$ cat src/rtl/ldrv_sup_pkg.sv
`timescale 1ns/1ps
package ldrv_sup_pkg;

  typedef enum logic [1:0] {
    LS_OFF  = 2'd0,
    LS_RAMP = 2'd1,
    LS_RUN  = 2'd2,
    LS_HARD = 2'd3
  } ls_state_t;

  // saturating ramp increment
  function automatic int unsigned ramp_next(input int unsigned code,
                                            input int unsigned step,
                                            input int unsigned fs);
    int unsigned s;
    s = code + step;
    return (s > fs) ? fs : s;
  endfunction

  // smallest code at or above 95 % of full scale
  function automatic int unsigned thr95(input int unsigned fs);
    return (fs * 95 + 99) / 100;
  endfunction

endpackage

$ cat src/rtl/ldrv_sync2.sv
`timescale 1ns/1ps
module ldrv_sync2 (
  input  logic clk,
  input  logic rst_n,
  input  logic d_async,
  output logic q_sync
);
  logic ff1;
  always_ff @(posedge clk or negedge rst_n) begin
    if (!rst_n) begin
      ff1    <= 1'b0;
      q_sync <= 1'b0;
    end else begin
      ff1    <= d_async;
      q_sync <= ff1;
    end
  end
endmodule

$ cat src/rtl/ldrv_hold_qual.sv
`timescale 1ns/1ps
module ldrv_hold_qual #(
  parameter int CLR_CYC = 12
) (
  input  logic clk,
  input  logic rst_n,
  input  logic lvl,
  output logic clr_pulse
);
  localparam int CW = $clog2(CLR_CYC + 1);
  localparam logic [CW-1:0] CNT_MAX = CW'(CLR_CYC);
  localparam logic [CW-1:0] CNT_HIT = CW'(CLR_CYC - 1);

  logic [CW-1:0] cnt;

  always_ff @(posedge clk or negedge rst_n) begin
    if (!rst_n)              cnt <= '0;
    else if (!lvl)           cnt <= '0;
    else if (cnt != CNT_MAX) cnt <= cnt + 1'b1;
  end

  // one pulse on the CLR_CYC-th consecutive high cycle
  assign clr_pulse = lvl && (cnt == CNT_HIT);
endmodule

$ cat src/rtl/ldrv_ramp.sv
`timescale 1ns/1ps
module ldrv_ramp #(
  parameter int RAMP_W    = 8,
  parameter int RAMP_STEP = 10
) (
  input  logic              clk,
  input  logic              rst_n,
  input  logic              clr,
  input  logic              adv,
  output logic [RAMP_W-1:0] code,
  output logic              full,
  output logic              done
);
  localparam int unsigned FS  = (1 << RAMP_W) - 1;
  localparam int unsigned THR = ldrv_sup_pkg::thr95(FS);

  always_ff @(posedge clk or negedge rst_n) begin
    if (!rst_n)   code <= '0;
    else if (clr) code <= '0;
    else if (adv) code <= RAMP_W'(ldrv_sup_pkg::ramp_next(32'(code), RAMP_STEP, FS));
  end

  assign full = (32'(code) == FS);
  assign done = (32'(code) >= THR);
endmodule

$ cat src/rtl/ldrv_fault_sup.sv
`timescale 1ns/1ps
module ldrv_fault_sup #(
  parameter int RAMP_W    = 8,
  parameter int RAMP_STEP = 10,
  parameter int SPIKE_CYC = 4,
  parameter int HOLD_CYC  = 12
) (
  input  logic              clk,
  input  logic              rst_n,
  input  logic              supply_ok,
  input  logic              disable_in,
  input  logic              soft_mode,
  input  logic              flt_bias,
  input  logic              flt_pd,
  input  logic              flt_short,
  output logic              shutdown,
  output logic              bias_en,
  output logic              mod_en,
  output logic [RAMP_W-1:0] ramp_code,
  output logic              init_done
);
  import ldrv_sup_pkg::*;

  localparam int CLR_CYC = (HOLD_CYC > SPIKE_CYC) ? HOLD_CYC : SPIKE_CYC + 1;

  ls_state_t state, nxt;
  logic dis_s, clr_pulse, fault_any, st_hard, ramp_full;
  logic en_now, en_nxt, sd_q;

  ldrv_sync2 u_sync (.clk(clk), .rst_n(rst_n), .d_async(disable_in), .q_sync(dis_s));

  ldrv_hold_qual #(.CLR_CYC(CLR_CYC)) u_hold (
    .clk(clk), .rst_n(rst_n), .lvl(dis_s), .clr_pulse(clr_pulse));

  assign fault_any = flt_bias | flt_pd | flt_short;

  // latched-mode fault wins over a clear in the same cycle
  always_comb begin
    nxt = state;
    if (!supply_ok)                   nxt = LS_OFF;
    else if (fault_any && !soft_mode) nxt = LS_HARD;
    else begin
      case (state)
        LS_OFF:  if (!dis_s) nxt = LS_RAMP;
        LS_RAMP: if (dis_s) nxt = LS_OFF; else if (ramp_full) nxt = LS_RUN;
        LS_RUN:  if (dis_s) nxt = LS_OFF;
        LS_HARD: if (clr_pulse) nxt = LS_OFF;
        default: nxt = LS_OFF;
      endcase
    end
  end

  always_ff @(posedge clk or negedge rst_n) begin
    if (!rst_n) begin
      state <= LS_OFF;
      sd_q  <= 1'b0;
    end else begin
      state <= nxt;
      sd_q  <= (nxt == LS_HARD) | (supply_ok & soft_mode & fault_any);
    end
  end

  assign en_now  = (state == LS_RAMP) || (state == LS_RUN);
  assign en_nxt  = (nxt == LS_RAMP) || (nxt == LS_RUN);
  assign st_hard = (state == LS_HARD);

  ldrv_ramp #(.RAMP_W(RAMP_W), .RAMP_STEP(RAMP_STEP)) u_ramp (
    .clk(clk), .rst_n(rst_n),
    .clr(!en_nxt), .adv(en_now && en_nxt),
    .code(ramp_code), .full(ramp_full), .done(init_done));

  assign shutdown = sd_q;
  assign bias_en  = en_now;
  assign mod_en   = en_now;
endmodule

$ cat config.mk
export PLATFORM = sky130hd
export DESIGN_NAME = ldrv_fault_sup
export DESIGN_NICKNAME = d
export VERILOG_FILES = /design/src/rtl/ldrv_sup_pkg.sv /design/src/rtl/ldrv_sync2.sv /design/src/rtl/ldrv_hold_qual.sv /design/src/rtl/ldrv_ramp.sv /design/src/rtl/ldrv_fault_sup.sv
export SDC_FILE = /design/constraint.sdc
export NUM_CORES = 1
export LEC_CHECK = 0
export CORE_MARGIN = 10
export CORE_UTILIZATION = 45
export DETAILED_ROUTE_END_ITERATION = 12
export PLACE_DENSITY = 0.69
export SKIP_CTS_REPAIR_TIMING = 1
export SYNTH_ARGS = -nofsm -noshare
export SYNTH_HDL_FRONTEND = slang
export SYNTH_SLANG_ARGS = --single-unit
export TNS_END_PERCENT = 20
$ cat constraint.sdc
create_clock -name clk -period 2.2 [get_ports clk]
set_input_delay 0.55 -clock clk [delete_from_list [all_inputs] [get_ports clk]]
set_output_delay 0.55 -clock clk [all_outputs]
set_load 0.02 [all_outputs]
=== Word level (Yosys, flattened, before mapping) ===
Index checks and enable logic that the tools add are counted.

* Bits in registers: 17
* Input bits: 8
* Output and inout bits: 12
* Word-level logic and storage cells: 46

* $add $sub $neg: 2
* $lt $le $gt $ge: 2
* Equal/unequal tests: 11
* Muxes and demuxes: 13
* Bitwise operators: 5
* Reduce and logical (&&, ||, !) cells: 7

{| class="wikitable"
|+ Operator list
! cell !! count
|-
| $mux 8 || 3
|-
| $mux 2 || 7
|-
| $add 8x4->9 const B || 1
|-
| $gt 9x8->1 const B || 1
|-
| $eq 2x2->1 const B || 4
|-
| $eq 8x8->1 const B || 1
|-
| $ge 8x8->1 const B || 1
|-
| $mux 4 || 2
|-
| $pmux 2 s4 || 1
|-
| $add 4x1->4 const B || 1
|-
| $eq 2x1->1 const B || 2
|-
| $eq 4x4->1 const B || 1
|-
| $ne 2x1->1 const B || 2
|-
| $ne 4x4->1 const B || 1
|-
| $logic_and 1x1->1 || 3
|-
| $or 1x1->1 || 3
|-
| $and 1x1->1 || 2
|-
| $logic_not 2->1 || 1
|-
| $logic_or 1x1->1 || 2
|-
| $logic_not 1->1 || 1
|}

=== Depth between registers and ports, before layout ===
Gate-level depths: netlist of the first run.

* Depth after elaboration: 11
* Gate-level depth with buffers: 9
* Mapped depth without buffers: 9

=== By module ===
A second synthesis of the first run with hierarchy kept.

* Cells, all modules: 113
* Area, all modules: 1119.8 um2

{| class="wikitable"
|+ Modules (own cells, without submodules)
! module !! instances !! cells an instance !! area an instance (um2) !! seq. area each (um2)
|-
| ldrv_ramp || 1 || 59 || 563.0 || 200.2
|-
| ldrv_fault_sup || 1 || 29 || 276.5 || 75.1
|-
| ldrv_hold_qual || 1 || 23 || 230.2 || 100.1
|-
| ldrv_sync2 || 1 || 2 || 50.0 || 50.0
|}

=== Worst setup path before layout of the first run ===
OpenSTA, ideal clock, no wires.

* Path type: input port to flip-flop
* Start point: input flt_pd
* End point: register u_ramp.code[3]
* Setup time: 86 ps
* Arrival time: 1907 ps
* Required time: 2114 ps
* Path slack: 207 ps
* Stages on the path: 8
* Path buffers: 0
* Path through: nor3_2 -> nor2_1 -> a211oi_1 -> o21ai_0 -> and3_1 -> ha_1 -> inv_1 -> nor3_1

* Cells in the longest elaborated chain, start to end: 9
* Elaborated cells between the ends (all ways): 11
* Those cells by class: 3 x eq/ne; 3 x mux; 2 x bitwise; 3 x reduce/logical

{| class="wikitable"
|+ RTL lines
! item !! line !! text
|-
| start, declared || ldrv_fault_sup.sv:14 || <nowiki>input logic flt_pd,</nowiki>
|-
| $or 1x1->1 * (2 in series) || ldrv_fault_sup.sv:35 || <nowiki>assign fault_any = flt_bias | flt_pd | flt_short;</nowiki>
|-
| $logic_and 1x1->1 * || ldrv_fault_sup.sv:41 || <nowiki>else if (fault_any && !soft_mode) nxt = LS_HARD;</nowiki>
|-
| $mux 2 * || ldrv_fault_sup.sv:41 ||
|-
| $mux 2 * || ldrv_fault_sup.sv:40 || <nowiki>if (!supply_ok) nxt = LS_OFF;</nowiki>
|-
| via nxt[1] || ldrv_fault_sup.sv:26 || <nowiki>ls_state_t state, nxt;</nowiki>
|-
| $eq 2x1->1 or $eq 2x2->1 (tied branches) || ldrv_fault_sup.sv:64 || <nowiki>assign en_nxt = (nxt == LS_RAMP) || (nxt == LS_RUN);</nowiki>
|-
| $logic_or 1x1->1 * || ldrv_fault_sup.sv:64 ||
|-
| $logic_and 1x1->1 || ldrv_fault_sup.sv:69 || <nowiki>.clr(!en_nxt), .adv(en_now && en_nxt),</nowiki>
|-
| $ne 2x1->1 (no source line) || - ||
|-
| end signal, assigned || ldrv_ramp.sv:20 || <nowiki>else if (adv) code <= RAMP_W'(ldrv_sup_pkg::ramp_next(32'(code), RAMP_STEP, FS));</nowiki>
|-
| end, declared || ldrv_ramp.sv:10 || <nowiki>output logic [RAMP_W-1:0] code,</nowiki>
|}

Mark *: on every way through the listed nets, which the timed path passes. The rest lies on a longest branch.
A chain may end at the register's enable or synchronous reset.

=== Worst setup path in the final report of the first run ===
* Start point: register u_ramp.code[3]
* End point: output ramp_code[3]

{| class="wikitable"
|+ RTL lines
! item !! line !! text
|-
| end, declared || ldrv_fault_sup.sv:19 || <nowiki>output logic [RAMP_W-1:0] ramp_code,</nowiki>
|}

No word-level cell between the ends.

==> run metrics, run 1 <==
PwrDens 659.4 mW/mm²; Mapped Nets 124; clock transition at the registers of the reported paths 100 ps; Rel. slew slack 81.22%; Post-Synth XOR/XNOR Area 2.456%; Area growth, synth to finish 30.76%; fin. max-slew vios 0; synth unique cells 40; reg2reg path depth 8; most common cell after layout, fill and taps aside dfrtp_1; Synth Area in Adders 10.53%; fraction of the mapped netlist area in simple logic gates 18.95%; initial core utilization 47.90%; crit path kind flop to output pin; CTS Buffer Depth 2; Maximum Capacitance Violations 0; Final Hold Fails 0; vias in the first global route 881; Synth async-reset ratio 100.0%; outcome finished clean; reg-to-reg startpoint u_hold.cnt[0]; Iter 0 DRT Violations 38; grt ovf 0; pin count of the biggest net entering global routing 18; startpoint types flop; first-pass GRT wire length 4215 µm; Die X 68.76 µm; Sw Share 37.02%; worst hold stages 0; fraction of layout cells with a size suffix above 1 18.38%; Num CTS Buffers 3; Avg Inst Size Synth 9.998 µm²; Tcrit/Tclk final 93.42%; compound-cell area share of the yosys netlist 19.06%; final wirelength 2480 µm; drt wl/cell 15.12 µm; Arr. time, crit path 1510 ps; Root Driver clkbuf_4; DPL Wire Length 1843 µm; Post-synth EDFFs 0; CP max FO 8; clock share of power 18.8%; Final GP Congestion 0.8441; DRT antenna net count 0; Tot GR Track Use 11.39%; Chip Height 68.76 µm; mapped cell area 0.001070 mm²; ant diodes 0; Hold WC Path Type flop to flop; placed inst area 0.001329 mm²; Yosys reg bits 17; most frequent cells in the layout 17 x dfrtp_1, 16 x clkdlybuf4s50_1, 11 x buf_4; Port Buf Inserts 19; DRC 0; sequential area share after synthesis 39.77%; RSZ-0062 raised after global routing false; vias after detailed routing 908; Final #Nets 154; crit-path cells buf_4, clkdlybuf4s50_1; Sinks on Clock Net 17; largest family of logic cells by synthesized area compound AO/OA/AOI/OAI gates; CTS tree yes; Post-synth top flop dfrtp_1; Worst Setup SP u_ramp.code[3]; depth of the CTS H-tree 1; combinational share of power 39.8%; Via-to-Cell Ratio 5.537; Min Clock Period, post-route 2055 ps; slowest cell on the critical path clkdlybuf4s50_1; synth warn 0; endpoints failing setup 0; Sw Pwr 341.4 µW; DRT Pass-1 Iters 4; core box area 0.002233 mm²; io pins 20; internal power 581.0 µW; final instance area 0.001399 mm²; initial antenna violation count 0; slowest stage delay, CP 610 ps; Final Skew 4.015 ps; Clock Latency Late Sink 300 ps; Peak VDD IR 0.3569 mV; Final Core Density 62.63%; mux share of post-synthesis cell area 2.924%; crit end category output pin; Pleak 0.6730 nW; Flop pwr share 41.4%; Peak Freq 486.6 MHz; Rows 17; Cells after Synth 107; hold path start u_sync.ff1; CP Data Required Time 1650 ps; Die ar. 0.004727 mm²; worst-margin pin slew 281.7 ps
## power groups by stage
stage          registers [mW]  clock network (mW)  logic (mW)
6_report                0.382               0.174       0.367
5_1_grt                 0.387               0.193       0.412
4_1_cts                 0.382               0.178       0.351
3_5_place_dp            0.387                   0       0.349
3_3_place_gp            0.386                   0       0.341
2_1_floorplan           0.408                   0       0.197
## flip-flops by register name, summed over array words and instances (netlist names)
| name | count |
|---|---|
| shutdown | 1 |
| u_sync.ff1 | 1 |
| u_hold.cnt | 4 |
| u_sync.q_sync | 1 |
| u_ramp.code | 8 |
| state | 2 |
## routing by layer
layer	track usage, %	routed length (µm)	up-vias
met4	5.665	47	0
met5	0	0	-
li1	-	-	451
met1	14.77	1168	433
met3	3.865	158	5
met2	16.47	1104	19
## worst max-delay path, delay by kind of cell (launching register included)
family                 cells  cell delay, ps
buffers and inverters      2             800
flip-flops                 1             410
## final timing paths
| kind | to | slack (ps) |
|---|---|---|
| max reg2reg | u_ramp.code[3] | 250 |
| min | u_sync.q_sync | 360 |
| max in group asynchronous | u_ramp.code[2] | 1440 |
| min reg2reg | u_sync.q_sync | 360 |
| min in group asynchronous | u_hold.cnt[2] | 560 |
| max | ramp_code[3] | 140 |
## metrics by stage
| step | hold WS, ps | setup slack (ps) | total power [mW] | instances | TNS, ps |
|---|---|---|---|---|---|
| 6_report | 359.4 | 144.9 | 0.9224 | 164 | 0 |
| 3_3_place_gp | 333.2 | -362.8 | 0.7272 | 159 | -2361 |
| 3_5_place_dp | 334.7 | -397.6 | 0.7363 | 159 | -2690 |
| 4_1_cts | 359.2 | -141.2 | 0.9109 | 163 | -601.5 |
| 2_1_floorplan | 254.4 | 207.2 | 0.6047 | 107 | 0 |
| 5_1_grt | 386.8 | 17.41 | 0.9916 | 164 | 0 |
## cell families after synthesis
family	Yosys count
multiplexers	3
flip-flops	17
AND/OR/NAND/NOR	34
AO/OA/AOI/OAI	29
XOR/XNOR	3
adder cells (fa/ha/maj)	9
buffers and inverters	12
## cell usage after synthesis (2+ instances only)
cell type,n,area [µm²]
a211oi_1,2,15.01
a21oi_1,2,10.01
a31oi_1,7,43.79
buf_4,2,15.01
buf_6,2,22.52
dfrtp_1,17,425.4
ha_1,9,112.6
inv_1,7,26.28
mux2i_1,2,20.02
nand2_1,6,22.52
nand3_1,3,15.01
nand4_1,2,12.51
nor2_1,8,30.03
nor3_1,3,15.01
o2111ai_1,2,17.52
o21ai_0,7,35.03
o21ai_1,2,10.01
xor2_1,2,17.52
## layout make-up
class                      instances  area (µm²)
sequential                        17       425.4
multi-input combinational         78       604.3
clock inverter                     1       5.005
clock buffer                       3       22.52
inverter                           7       26.28
timing repair buffer              30       280.3
fill                             202       834.6
tap                               28       35.03
Power figures use the tool's default switching activity.
==> inputs of run 2 (changes only) <==
- MAX_ROUTING_LAYER: default -> met4
==> run metrics, run 2 (same netlist as run 1, synthesis figures left out) <==
drt wl/cell 15.24 µm (+0.81%); startpoint types input pin; fillers 199 (-1.5%); Iter 0 DRT Violations 38 (unchanged); Final #Nets 154 (unchanged); CP Data Required Time 2420 ps (+770 ps); Critical Path Most Common Cell nor3_2; Largest register FFs 8 (unchanged); biggest regs u_ramp.code: 8 flops, u_hold.cnt: 4 flops, state: 2 flops; first-pass GRT wire length 4215 µm (unchanged); Rows 17 (unchanged); most common cell after layout, fill and taps aside clkdlybuf4s50_1; Hold WC Path Type flop to flop; DRT antenna net count 0 (unchanged); clock transition at the registers of the reported paths 110 ps (about the same); Chip Height 68.76 µm (unchanged); Final Hold Fails 0 (unchanged); io pins 20 (unchanged); reg2reg path depth 8 (unchanged); Via-to-Cell Ratio 5.506 (-0.55%); Tot GR Track Use 11.73% (+0.34 points); worst-margin pin slew 241.8 ps (-39.91 ps); Final Skew 1.721 ps (-2.294 ps); vias in the first global route 881 (unchanged); CTS Buffer Depth 2 (unchanged); depth of the CTS H-tree 1 (unchanged); Sinks on Clock Net 17 (unchanged); Arr. time, crit path 2290 ps (+780 ps); worst hold path endpoint u_sync.q_sync; Pleak 0.6751 nW (+0.31%); CTS tree yes; Die X 68.76 µm (unchanged); buffer and inverter count on the worst path 2 (unchanged); DPL Wire Length 1843 µm (unchanged); Port Buf Inserts 19 (unchanged); endpoints failing setup 0 (unchanged); Tcrit/Tclk final 93.84% (+0.43 points); PwrDens 656.6 mW/mm² (-0.43%); Clock Latency Late Sink 290 ps (about the same); core box area 0.002233 mm² (unchanged); most frequent cells in the layout 16 x clkdlybuf4s50_1, 15 x dfrtp_1, 11 x buf_4; worst hold stages 0 (unchanged); total power 925.8 µW (+0.37%); hold path start u_sync.ff1; reg-to-reg startpoint u_hold.cnt[0]; RSZ-0062 raised after global routing false; Area growth, synth to finish 31.81%; slowest stage delay, CP 420 ps (-190 ps); Num CTS Buffers 3 (unchanged); grt ovf 0 (unchanged); Peak VDD IR 0.3665 mV (+2.7%); initial core utilization 47.90% (unchanged); slowest cell on the critical path clkdlybuf4s50_1; CP max FO 7 (-1); fin. max-slew vios 0 (unchanged); CP delay by family, top simple AND/OR/NAND/NOR gates; Final GP Congestion 0.8573 (+1.6%); crit end category flop; Maximum Capacitance Violations 0 (unchanged); DRC 0 (unchanged); vias after detailed routing 903 (-0.55%); fraction of layout cells with a size suffix above 1 19.85% (+1.5 points); pin count of the biggest net entering global routing 18 (unchanged); initial antenna violation count 0 (unchanged); Die ar. 0.004727 mm² (unchanged); Rel. slew slack 83.85% (+2.6 points); largest register by flop count u_ramp.code; Root Driver clkbuf_4; Min Clock Period, post-route 2064 ps (+9.366 ps); Worst R2R End u_ramp.code[4]; final wirelength 2500 µm (+0.81%); DRT Pass-1 Iters 4 (unchanged); outcome finished clean; slack of the worst reg-to-reg path 240 ps (about the same); crit-path cells clkdlybuf4s50_1, nor3_2, nor2_1, a211oi_2, o21ai_1, and3_1, ha_4, inv_1, nor3_2; Fin Setup TNS 0 ps (unchanged); Peak Freq 484.4 MHz (-0.45%); crit path kind input pin to flop; ant diodes 0 (unchanged)
run 2: changes by cell type in the layout (fill, tap and decap cells not counted):
| cell | change |
|---|---|
| dfrtp_2 | +2 |
| dfrtp_1 | -2 |
| nand4_2 | -1 |
| nand4_4 | +1 |
run 2: layout make-up:
| cell class | count | area, µm² | area share (%) |
|---|---|---|---|
| clock buffer | 3 | 22.52 | 1.597 |
| clock inverter | 1 | 5.005 | 0.3549 |
| inverter | 7 | 26.28 | 1.863 |
| multi-input combinational | 78 | 613.1 | 43.48 |
| sequential | 17 | 427.9 | 30.35 |
| tap | 28 | 35.03 | 2.484 |
| timing repair buffer | 30 | 280.3 | 19.88 |
run 2: worst max-delay path by stage:
stage	startpoint	end	slack [ps]	depth (start not counted)
detailed placement	flt_pd	u_ramp.code[3]	-400	9
global route	flt_short	u_ramp.code[4]	20	9
global placement	flt_pd	u_ramp.code[3]	-360	9
CTS	state[0]	bias_en	-140	3
floorplan	flt_pd	u_ramp.code[3]	210	8
finish	flt_short	u_ramp.code[4]	140	9
run 2: power breakdown:
part	internal (mW)	total, mW	switching (mW)
clock	0.0677	0.173	0.106
combinational	0.170	0.367	0.197
sequential	0.345	0.385	0.0409
total	0.582	0.926	0.344
run 2: metal layers:
metal	wire length [µm]	global-route usage, %
met5	0	-
met1	1194	15.15
met2	1133	16.47
met4	14	5.665
met3	157	3.221
run 2: per-stage QoR:
stage / cells / utilization [%] / cell area, µm² / hold slack (ps) / worst slack [ps]
5_1_grt: 164 / 63.14 / 1410 / 386.8 / 18.18
2_1_floorplan: 107 / - / 1070 / 254.4 / 207.2
3_3_place_gp: 159 / 59.50 / 1329 / 333.2 / -362.8
4_1_cts: 163 / 60.73 / 1356 / 359.2 / -141.2
6_report: 164 / 63.14 / 1410 / 359.5 / 135.5
3_5_place_dp: 159 / 59.50 / 1329 / 334.7 / -397.6
==> inputs of run 3 (changes only) <==
- CORE_UTILIZATION: 45 -> 50
- PLACE_DENSITY: 0.69 -> 0.76
==> run metrics, run 3 (same netlist as run 1, synthesis figures left out) <==
Chip Height 66.26 µm (-3.6%); crit-path cells clkdlybuf4s50_1, nor3_2, nor2_2, a211oi_2, o21ai_1, o311a_1, ha_4, inv_1, nor3_1; Final #Nets 153 (-0.65%); Final Core Density 69.25% (+6.1 points); Fin Setup TNS 0 ps (unchanged); crit end category flop; startpoint types input pin; Largest register FFs 8 (unchanged); dpl ws -437.2 ps (-39.51 ps); most common cell after layout, fill and taps aside dfrtp_1; Arr. time, crit path 2330 ps (+40 ps); Pleak 0.6637 nW (-1.7%); placed inst area 0.001320 mm² (-0.66%); Tot GR Track Use 12.34% (+0.61 points); initial antenna violation count 0 (unchanged); outcome finished clean; CTS tree yes; ant diodes 0 (unchanged); Final GP Congestion 0.8252 (-3.7%); Die ar. 0.004390 mm² (-7.1%); depth of the CTS H-tree 1 (unchanged); DPL Wire Length 1901 µm (+3.2%); fraction of layout cells with a size suffix above 1 17.04% (-2.8 points); final wirelength 2580 µm (+3.2%); PwrDens 659.6 mW/mm² (+0.46%); Die X 66.26 µm (-3.6%); grt ovf 0 (unchanged); Peak VDD IR 0.3943 mV (+7.6%); core box area 0.002002 mm² (-10%); Root Driver clkbuf_4; CP Data Required Time 2410 ps (about the same); largest register by flop count u_ramp.code; drt wl/cell 15.93 µm (+4.5%); final instance area 0.001386 mm² (-1.7%); Rel. slew slack 81.56% (-2.3 points); CTS Buffer Depth 2 (unchanged); pin count of the biggest net entering global routing 18 (unchanged); Tcrit/Tclk final 95.99% (+2.1 points); Hold WC Path Type flop to flop; vias in the first global route 910 (+3.3%); Iter 0 DRT Violations 20 (-47%); most frequent cells in the layout 17 x dfrtp_1, 16 x clkdlybuf4s50_1, 10 x buf_4; slack of the worst reg-to-reg path 160 ps (-80 ps); Num CTS Buffers 3 (unchanged); worst-margin pin slew 276.7 ps (+34.86 ps); Final Skew 4.318 ps (+2.597 ps); vias after detailed routing 917 (+1.6%); slowest cell on the critical path clkdlybuf4s50_1; Maximum Capacitance Violations 0 (unchanged); Peak Freq 473.6 MHz (-2.2%); total power 914.4 µW (-1.2%); CP max FO 7 (unchanged); biggest regs u_ramp.code: 8 flops, u_hold.cnt: 4 flops, state: 2 flops; DRC 0 (unchanged); io pins 20 (unchanged); DRT antenna net count 0 (unchanged); slowest stage delay, CP 420 ps (about the same); initial core utilization 53.44% (+5.5 points); Area growth, synth to finish 29.59%; fin. max-slew vios 0 (unchanged); Min Clock Period, post-route 2112 ps (+47.21 ps); clock transition at the registers of the reported paths 100 ps (about the same); Rows 16 (-1); first-pass GRT wire length 4271 µm (+1.3%); Sinks on Clock Net 17 (unchanged); crit path kind input pin to flop; Clock Latency Late Sink 290 ps (about the same); endpoints failing setup 0 (unchanged); setup ws final 88.30 ps (-47.21 ps); DRT Pass-1 Iters 4 (unchanged); Port Buf Inserts 19 (unchanged); Via-to-Cell Ratio 5.660 (+2.8%); Final Hold Fails 0 (unchanged)
==> run 3: report_power, final <==
part / internal, mW / leakage [nW] / total [mW] / switching (mW)
Clock: 0.0706 / 0.0150 / 0.172 / 0.102
Combinational: 0.166 / 0.424 / 0.362 / 0.196
Sequential: 0.344 / 0.224 / 0.380 / 0.0363
Total: 0.581 / 0.664 / 0.914 / 0.334
==> run 3: cell type report <==
class / count / area [µm²]
multi-input cells: 78 / 601.8
inverters: 7 / 26.28
fillers: 158 / 615.6
clock buffers: 4 / 26.28
flip-flops and latches: 17 / 425.4
repair buffers: 29 / 272.8
well taps: 27 / 33.78
==> run 3: final timing paths <==
path                                from              to  cells after the start
max                            flt_short  u_ramp.code[4]                      9
min                           u_sync.ff1   u_sync.q_sync                      0
max reg2reg                u_hold.cnt[0]  u_ramp.code[4]                      8
min reg2reg                   u_sync.ff1   u_sync.q_sync                      0
max in group asynchronous          rst_n  u_ramp.code[2]                      2
min in group asynchronous          rst_n   u_hold.cnt[2]                      2
==> run 3: worst max-delay path, delay by kind of cell <==
kind            cells  cell delay (ps)
compound gates      3              460
buf+inv             2              500
simple gates        3              500
fa+ha+maj           1              320
==> run 3: metal layers <==
| layer | GRT usage [%] | up-vias | wire [µm] |
|---|---|---|---|
| met2 | 19.38 | 21 | 1256 |
| met5 | - | - | 0 |
| met3 | 4.237 | 4 | 162 |
| met4 | 4.712 | 0 | 16 |
| met1 | 14.11 | 444 | 1145 |
| li1 | - | 448 | - |
==> run 3: stage by stage <==
stage / hold WS (ps) / cells
after floorplan: 254.4 / 107
after global placement: 331.9 / 157
after detailed placement: 339.5 / 157
after CTS: 362.5 / 161
after global routing: 368.4 / 162
final: 359.1 / 162
